File: src/rtl/shreg_pkg.sv
package shreg_pkg;
  localparam int NCAT = 7;
  typedef enum logic [2:0] {
    CAT_FINE   = 3'd0,
    CAT_COARSE = 3'd1,
    CAT_CLKDIV = 3'd2,
    CAT_GAIN   = 3'd3,
    CAT_PAN    = 3'd4,
    CAT_TILT   = 3'd5,
    CAT_VTIM   = 3'd6
  } cat_e;

  function automatic logic [7:0] fine_offset(input logic [1:0] mode);
    case (mode)
      2'd1:    fine_offset = 8'd86;
      2'd2:    fine_offset = 8'd23;
      default: fine_offset = 8'd51;
    endcase
  endfunction
endpackage

File: src/rtl/shadow_slot.sv
module shadow_slot #(
  parameter int DW = 16
) (
  input  logic          clk,
  input  logic          rst_n,
  input  logic          wr,
  input  logic [DW-1:0] wdata,
  input  logic          set,
  input  logic          imm_ld,
  input  logic          commit,
  input  logic [DW-1:0] load_val,
  output logic [DW-1:0] shadow,
  output logic [DW-1:0] work,
  output logic          pend
);
  logic [DW-1:0] shadow_n, work_n;
  logic          pend_n;

  always_comb begin
    shadow_n = wr ? wdata : shadow;
    if (imm_ld)      work_n = wdata;
    else if (commit) work_n = load_val;
    else             work_n = work;
    pend_n = (pend & ~commit & ~imm_ld) | set;
  end

  always_ff @(posedge clk or negedge rst_n) begin
    if (!rst_n) begin
      shadow <= '0;
      work   <= '0;
      pend   <= 1'b0;
    end else begin
      shadow <= shadow_n;
      work   <= work_n;
      pend   <= pend_n;
    end
  end


  pend_set_chk: assert property (@(posedge clk) disable iff (!rst_n)
    set |=> pend);

  pend_clr_chk: assert property (@(posedge clk) disable iff (!rst_n)
    (commit && !set) |=> !pend);

  work_hold_chk: assert property (@(posedge clk) disable iff (!rst_n)
    (!commit && !imm_ld) |=> $stable(work));
endmodule

File: src/rtl/commit_sched.sv
module commit_sched
  import shreg_pkg::*;
(
  input  logic            clk,
  input  logic            rst_n,
  input  logic [NCAT-1:0] pend,
  input  logic            field_odd,
  input  logic            burst_active,
  input  logic            ev_dark_first,
  input  logic            ev_vis_first,
  input  logic            ev_eof_line,
  input  logic            ev_odd_to_even,
  output logic [NCAT-1:0] commit
);
  logic eof_odd, line_chg;

  always_comb begin
    eof_odd  = ev_eof_line & field_odd;
    line_chg = pend[CAT_VTIM];
    commit   = '0;
    commit[CAT_COARSE] = pend[CAT_COARSE] & ev_dark_first & field_odd;
    commit[CAT_TILT]   = pend[CAT_TILT] & ev_vis_first & field_odd;
    commit[CAT_GAIN]   = pend[CAT_GAIN] & eof_odd & ~burst_active;
    commit[CAT_PAN]    = pend[CAT_PAN] & eof_odd;
    commit[CAT_FINE]   = pend[CAT_FINE] &
                         ((eof_odd & ~line_chg) | (ev_odd_to_even & line_chg));
    commit[CAT_CLKDIV] = pend[CAT_CLKDIV] & ev_odd_to_even;
    commit[CAT_VTIM]   = pend[CAT_VTIM] & ev_odd_to_even;
  end


  gain_burst_chk: assert property (@(posedge clk) disable iff (!rst_n)
    burst_active |-> !commit[CAT_GAIN]);

  coarse_even_chk: assert property (@(posedge clk) disable iff (!rst_n)
    !field_odd |-> !commit[CAT_COARSE]);
endmodule

File: src/rtl/exp_clip.sv
module exp_clip
  import shreg_pkg::*;
#(
  parameter int DW = 16
) (
  input  logic [DW-1:0] coarse_sh,
  input  logic [DW-1:0] fine_sh,
  input  logic [DW-1:0] line_len,
  input  logic [DW-1:0] field_len,
  input  logic [1:0]    mode_sel,
  output logic [DW-1:0] coarse_val,
  output logic [DW-1:0] fine_val
);
  logic [DW-1:0] off, fine_lim, coarse_lim;

  always_comb begin
    off        = DW'(fine_offset(mode_sel));
    fine_lim   = (line_len > off) ? (line_len - off) : '0;
    coarse_lim = (field_len != '0) ? (field_len - 1'b1) : '0;
    fine_val   = (fine_sh > fine_lim) ? fine_lim : fine_sh;
    coarse_val = (coarse_sh > coarse_lim) ? coarse_lim : coarse_sh;
  end
endmodule

File: src/rtl/shadow_commit_ctrl.sv
module shadow_commit_ctrl
  import shreg_pkg::*;
#(
  parameter int DW = 16
) (
  input  logic          clk,
  input  logic          rst_n,
  input  logic          wr_en,
  input  logic [2:0]    wr_cat,
  input  logic [DW-1:0] wr_data,
  input  logic          burst_active,
  input  logic          imm_gain,
  input  logic          imm_clkdiv,
  input  logic          cfg_wr,
  input  logic [2:0]    cfg_val,
  input  logic          field_odd,
  input  logic          ev_dark_first,
  input  logic          ev_vis_first,
  input  logic          ev_eof_line,
  input  logic          ev_odd_to_even,
  input  logic [DW-1:0] line_len,
  input  logic [DW-1:0] field_len,
  input  logic [1:0]    mode_sel,
  output logic [DW-1:0] work_fine,
  output logic [DW-1:0] work_coarse,
  output logic [DW-1:0] work_clkdiv,
  output logic [DW-1:0] work_gain,
  output logic [DW-1:0] work_pan,
  output logic [DW-1:0] work_tilt,
  output logic [DW-1:0] work_vtim,
  output logic [2:0]    work_pan_cfg,
  output logic [NCAT-1:0] pend_status
);
  logic [DW-1:0]   sh_q   [NCAT];
  logic [DW-1:0]   work_q [NCAT];
  logic [DW-1:0]   ld_val [NCAT];
  logic [NCAT-1:0] pend_q, commit, wr_sel, imm_sel, set_sel;
  logic [DW-1:0]   fine_clip, coarse_clip;
  logic [2:0]      cfg_sh, cfg_sh_n, cfg_work_n;
  logic            cfg_chg;

  always_comb begin
    cfg_chg    = cfg_wr && (cfg_val != cfg_sh);
    cfg_sh_n   = cfg_wr ? cfg_val : cfg_sh;
    cfg_work_n = commit[CAT_PAN] ? cfg_sh : work_pan_cfg;
  end

  always_ff @(posedge clk or negedge rst_n) begin
    if (!rst_n) begin
      cfg_sh       <= '0;
      work_pan_cfg <= '0;
    end else begin
      cfg_sh       <= cfg_sh_n;
      work_pan_cfg <= cfg_work_n;
    end
  end

  exp_clip #(.DW(DW)) u_clip (
    .coarse_sh (sh_q[CAT_COARSE]),
    .fine_sh   (sh_q[CAT_FINE]),
    .line_len  (line_len),
    .field_len (field_len),
    .mode_sel  (mode_sel),
    .coarse_val(coarse_clip),
    .fine_val  (fine_clip)
  );

  commit_sched u_sched (
    .clk           (clk),
    .rst_n         (rst_n),
    .pend          (pend_q),
    .field_odd     (field_odd),
    .burst_active  (burst_active),
    .ev_dark_first (ev_dark_first),
    .ev_vis_first  (ev_vis_first),
    .ev_eof_line   (ev_eof_line),
    .ev_odd_to_even(ev_odd_to_even),
    .commit        (commit)
  );

  for (genvar i = 0; i < NCAT; i++) begin : g_slot
    localparam bit HAS_IMM = (i == CAT_GAIN) || (i == CAT_CLKDIV);
    localparam bit IS_PAN  = (i == CAT_PAN);

    assign wr_sel[i] = wr_en && (wr_cat == 3'(i));

    if (HAS_IMM) begin : g_imm
      assign imm_sel[i] = wr_sel[i] & ((i == CAT_GAIN) ? imm_gain : imm_clkdiv);
    end else begin : g_noimm
      assign imm_sel[i] = 1'b0;
    end

    if (IS_PAN) begin : g_pan
      assign set_sel[i] = wr_sel[i] | cfg_chg;
    end else begin : g_plain
      assign set_sel[i] = wr_sel[i] & ~imm_sel[i];
    end

    if (i == CAT_FINE) begin : g_lf
      assign ld_val[i] = fine_clip;
    end else if (i == CAT_COARSE) begin : g_lc
      assign ld_val[i] = coarse_clip;
    end else begin : g_ls
      assign ld_val[i] = sh_q[i];
    end

    shadow_slot #(.DW(DW)) u_slot (
      .clk     (clk),
      .rst_n   (rst_n),
      .wr      (wr_sel[i]),
      .wdata   (wr_data),
      .set     (set_sel[i]),
      .imm_ld  (imm_sel[i]),
      .commit  (commit[i]),
      .load_val(ld_val[i]),
      .shadow  (sh_q[i]),
      .work    (work_q[i]),
      .pend    (pend_q[i])
    );
  end

  assign work_fine   = work_q[CAT_FINE];
  assign work_coarse = work_q[CAT_COARSE];
  assign work_clkdiv = work_q[CAT_CLKDIV];
  assign work_gain   = work_q[CAT_GAIN];
  assign work_pan    = work_q[CAT_PAN];
  assign work_tilt   = work_q[CAT_TILT];
  assign work_vtim   = work_q[CAT_VTIM];
  assign pend_status = pend_q;


  coarse_clip_chk: assert property (@(posedge clk) disable iff (!rst_n)
    commit[CAT_COARSE] |=> work_coarse <= $past(field_len) - 1'b1);

  fine_bound_chk: assert property (@(posedge clk) disable iff (!rst_n)
    commit[CAT_FINE] |=> work_fine <= $past(sh_q[CAT_FINE]));

  pan_cfg_hold_chk: assert property (@(posedge clk) disable iff (!rst_n)
    !commit[CAT_PAN] |=> $stable(work_pan_cfg));

  gain_skip_chk: assert property (@(posedge clk) disable iff (!rst_n)
    (burst_active && !imm_sel[CAT_GAIN]) |=> $stable(work_gain));
endmodule

File: config.mk
export PLATFORM = sky130hd
export DESIGN_NAME = shadow_commit_ctrl
export DESIGN_NICKNAME = d
export VERILOG_FILES = /design/src/rtl/shreg_pkg.sv /design/src/rtl/shadow_slot.sv /design/src/rtl/commit_sched.sv /design/src/rtl/exp_clip.sv /design/src/rtl/shadow_commit_ctrl.sv
export SDC_FILE = /design/constraint.sdc
export NUM_CORES = 1
export LEC_CHECK = 0
export BUFFER_PORTS_ARGS = -buffer_cell sky130_fd_sc_hd__buf_2
export CAP_MARGIN = 20
export CELL_PAD_IN_SITES_DETAIL_PLACEMENT = 2
export CELL_PAD_IN_SITES_GLOBAL_PLACEMENT = 2
export CORE_MARGIN = 2
export CORE_UTILIZATION = 37
export DETAILED_ROUTE_END_ITERATION = 16
export PLACE_DENSITY_LB_ADDON = 0.1
export SKIP_LAST_GASP = 1
export SLEW_MARGIN = 0
export SYNTH_ARGS = -nofsm -noshare
export SYNTH_HDL_FRONTEND = slang
export SYNTH_SLANG_ARGS = --single-unit
File: constraint.sdc
create_clock -name clk -period 3.1 [get_ports clk]
set_input_delay 0.62 -clock clk [delete_from_list [all_inputs] [get_ports clk]]
set_output_delay 0.62 -clock clk [all_outputs]
set_load 0.02 [all_outputs]
==> flow_summary_export.csv <==
group,metric,value,unit
logic_synthesis,synthArstFlopShare,100,%
global_routing,grt_overflow_total,0,
clock_tree,clk_latency,0.53,ns
drt,drt-total-wl,36.5,mm
clock_tree,root_buffer,"clkbuf_16",
setup_path,startpoint,"mode_sel[1]",
setup_path,r2r_end,"g_slot[1].u_slot.work[13]$_DFFE_PN0P_",
sta,fmax,258,MHz
sta,max_slew_margin,51.7,%
die,core-area,29600,um2
setup_path,r2r_start,"g_slot[1].u_slot.shadow[5]$_DFFE_PN0P_",
drt,wl_per_cell,22.1,um
status,violations,"negative setup slack",
clock_tree,htreeDepth,1,
logic_synthesis,netlist.area_leader.share,53.1,%
setup_path,startpoint_type,"input port",
setup_path,r2r_cells,9,
setup_path,cp.arrival,4.30,ns
setup_path,endpoint_kind,"register",
logic_synthesis,ys_dominant_reg_cell,"dfrtp_1",
die,dieArea,31600,um2
setup_path,rrSetupSlack,0.55,ns
sta,slew_violations,0,
layout,fin_nets,1347,
layout,n_fill_cell,3022,
die,die_w,178,um
logic_synthesis,ys_types,57,
job,drv_cap,0,
drt,drtIter0Drc,291,
placed_design,dp_hpwl,24.8,mm
sta,worst_pin_slew,0.724,ns
sta,hold_viol_final,0,
logic_synthesis,syn-num-nets,1045,
layout,drive_gt1_share,47.7,%
logic_synthesis,synth_cells,938,
clock_tree,path_clk_slew,0.06,ns
global_routing,grt.total_usage,22.7,%
setup_path,cp_slowest_stage_delay,0.56,ns
logic_synthesis,ys_ff_latch,237,
logic_synthesis,yosysTopAreaCell,"dfrtp_1",
clock_tree,cts_tree,"yes",
placed_design,io_buffers,189,
die,start_util,37.7,%
status,status,"finished with violations",
drt,vias,8744,
drt,detail_route.first_pass.iterations,4,
setup_path,critPathMostFrequentCell,"ha_4",
global_routing,antenna_found_initial,3,
logic_synthesis,synth_commonest_cells,"dfrtp_1, mux2_2, nand2_1",
clock_tree,clock_path_buffers,3,
drt,drcViolationCount,0,
clock_tree,cts_sinks,237,
sta,fin_ws,-0.773,ns
drt,vias_per_cell,5.30,
logic_synthesis,yosysMostFrequentCell,"dfrtp_1",
power,leakagePower,7.04,nW
placed_design,routabilityCongestion,0.825,
setup_path,worstSetupPathType,"input port to register",
setup_path,path_cells,"buf_8 > inv_8 > ha_4 > inv_4 > ha_4 > or3_4 > o211a_4 > buf_6 > nor2_4 > xor2_2 > nand2_1 > ha_4 > nand4_1 > or4_4 > or2_2 > and3_1 > o31ai_1",
min_path,hold_path.class,"input port to asynchronous set/reset pin",
logic_synthesis,netlist_area,11200,um2
die,fp.dieH,178,um
power,ir_worst_vdd,421,uV
sta,rsz0062_at_grt,"true",
clock_tree,cts_buffers,27,
layout,areaGrowthSynthToFinish,33.0,%
global_routing,grt_pass1_wl,55.3,mm
logic_synthesis,avgSynthCellArea,11.9,um2
power,p_total,11.7,mW
logic_synthesis,yosysWarnings,0,
setup_path,slowest_stage,"or4_4",
layout,utilization,50.1,%
sta,finalCritPeriodShare,125,%
die,ios,190,
global_routing,grt_start_max_net_pins,86,
setup_path,required,3.52,ns
sta,post-route-min-period,3.87,ns
logic_synthesis,ys_seq_area_share,53.1,%
setup_path,cp_max_fo,10,
sta,setup_viol_count_final,32,
sta,final.setup_skew,0.0175,ns
logic_synthesis,synth_area_leaders,"dfrtp_1, mux2_2, ha_1",
power,powerDensity,790,nW/um2
die,rows,63,
drt,ant_nets,0,
global_routing,grt_pass1_vias,9539,
logic_synthesis,synth_edf_count,0,
[repair_timing]
item	4_1_cts	5_1_grt
pin swaps	19	29
gates cloned	4	0
hold buffers	0	0
endpoints found under the setup margin	32	32
gates resized for setup	46	42
setup buffers	11	8
[where the power goes]
group / internal (mW) / switching (mW)
combinational: 1.68 / 2.18
clock: 1.88 / 1.27
sequential: 4.05 / 0.660
[routing by layer]
layer	up-vias	share of wire [%]	track usage, %
met5	-	0	0
met4	0	2.0	4.75
met3	49	4.8	4.11
met2	177	49	37.1
met1	4557	45	31.5
li1	3961	-	-
[critical path: cells and delay by family]
kind	cells	cell delay (ns)
XOR/XNOR	1	0.19
AND/OR/NAND/NOR	7	2.00
buffers and inverters	4	0.29
adder cells (fa/ha/maj)	3	0.71
AO/OA/AOI/OAI	2	0.48
[cell type report]
type / count / area (um2) / area share, %
Timing Repair Buffer: 320 / 2100 / 14.1
Sequential cell: 237 / 5930 / 40.0
Clock inverter: 9 / 103 / 0.691
Tap cell: 390 / 488 / 3.29
Inverter: 22 / 92.6 / 0.624
Antenna cell: 3 / 7.51 / 0.0506
Clock buffer: 38 / 767 / 5.17
Multi-Input combinational cell: 632 / 5360 / 36.1
[cell usage in the layout, fill, tap and decap left out, types with 15 or more instances in the layout]
| cell | n |
|---|---|
| inv_1 | 20 |
| buf_2 | 184 |
| mux2i_1 | 43 |
| nor2_1 | 37 |
| a21oi_1 | 16 |
| clkbuf_16 | 27 |
| ha_1 | 29 |
| buf_4 | 118 |
| dfrtp_1 | 237 |
| o21ai_1 | 15 |
| mux2_2 | 164 |
| o21ai_0 | 49 |
| nand2_1 | 86 |
[logic make-up after synthesis]
logic type                 share of synthesized area [%]
adders and majority gates                           4.37
DFF                                                 53.1
xor gates and xnor gates                            1.65
buffers and inverters                               2.71
and+or+nand+nor                                     10.1
AOI/OAI and AO/OA                                   7.21
muxes                                               20.8
[state kept, by name, indices dropped and copies added, names as in the netlist]
signal / count
cfg_sh: 3
g_slot.u_slot.pend: 7
g_slot.u_slot.shadow: 112
g_slot.u_slot.work: 112
work_pan_cfg: 3
[through the flow]
stage	setup slack, ns	area [um2]	hold slack (ns)	setup TNS (ns)	instances
after floorplan	-1.06	11300	0.324	-18.73	938
after global placement	-1.27	13400	0.461	-30.93	1580
after detailed placement	-1.38	13400	0.473	-33.57	1580
after CTS	-0.660	14600	0.150	-12.93	1642
after global routing	-0.912	14800	0.131	-19.76	1649
final	-0.773	14800	0.103	-14.75	1651
[worst max-delay path by stage]
stage / cells past startpoint / slack, ns / endpoint
final: 17 / -0.77 / g_slot[0].u_slot.work[15]$_DFFE_PN0P_
after global placement: 15 / -1.27 / g_slot[0].u_slot.work[1]$_DFFE_PN0P_
after floorplan: 15 / -1.06 / g_slot[0].u_slot.work[3]$_DFFE_PN0P_
after CTS: 16 / -0.66 / g_slot[0].u_slot.work[0]$_DFFE_PN0P_
after detailed placement: 15 / -1.38 / g_slot[0].u_slot.work[2]$_DFFE_PN0P_
after global routing: 17 / -0.91 / g_slot[0].u_slot.work[6]$_DFFE_PN0P_
Note: power is estimated with default switching activity, not from simulation.
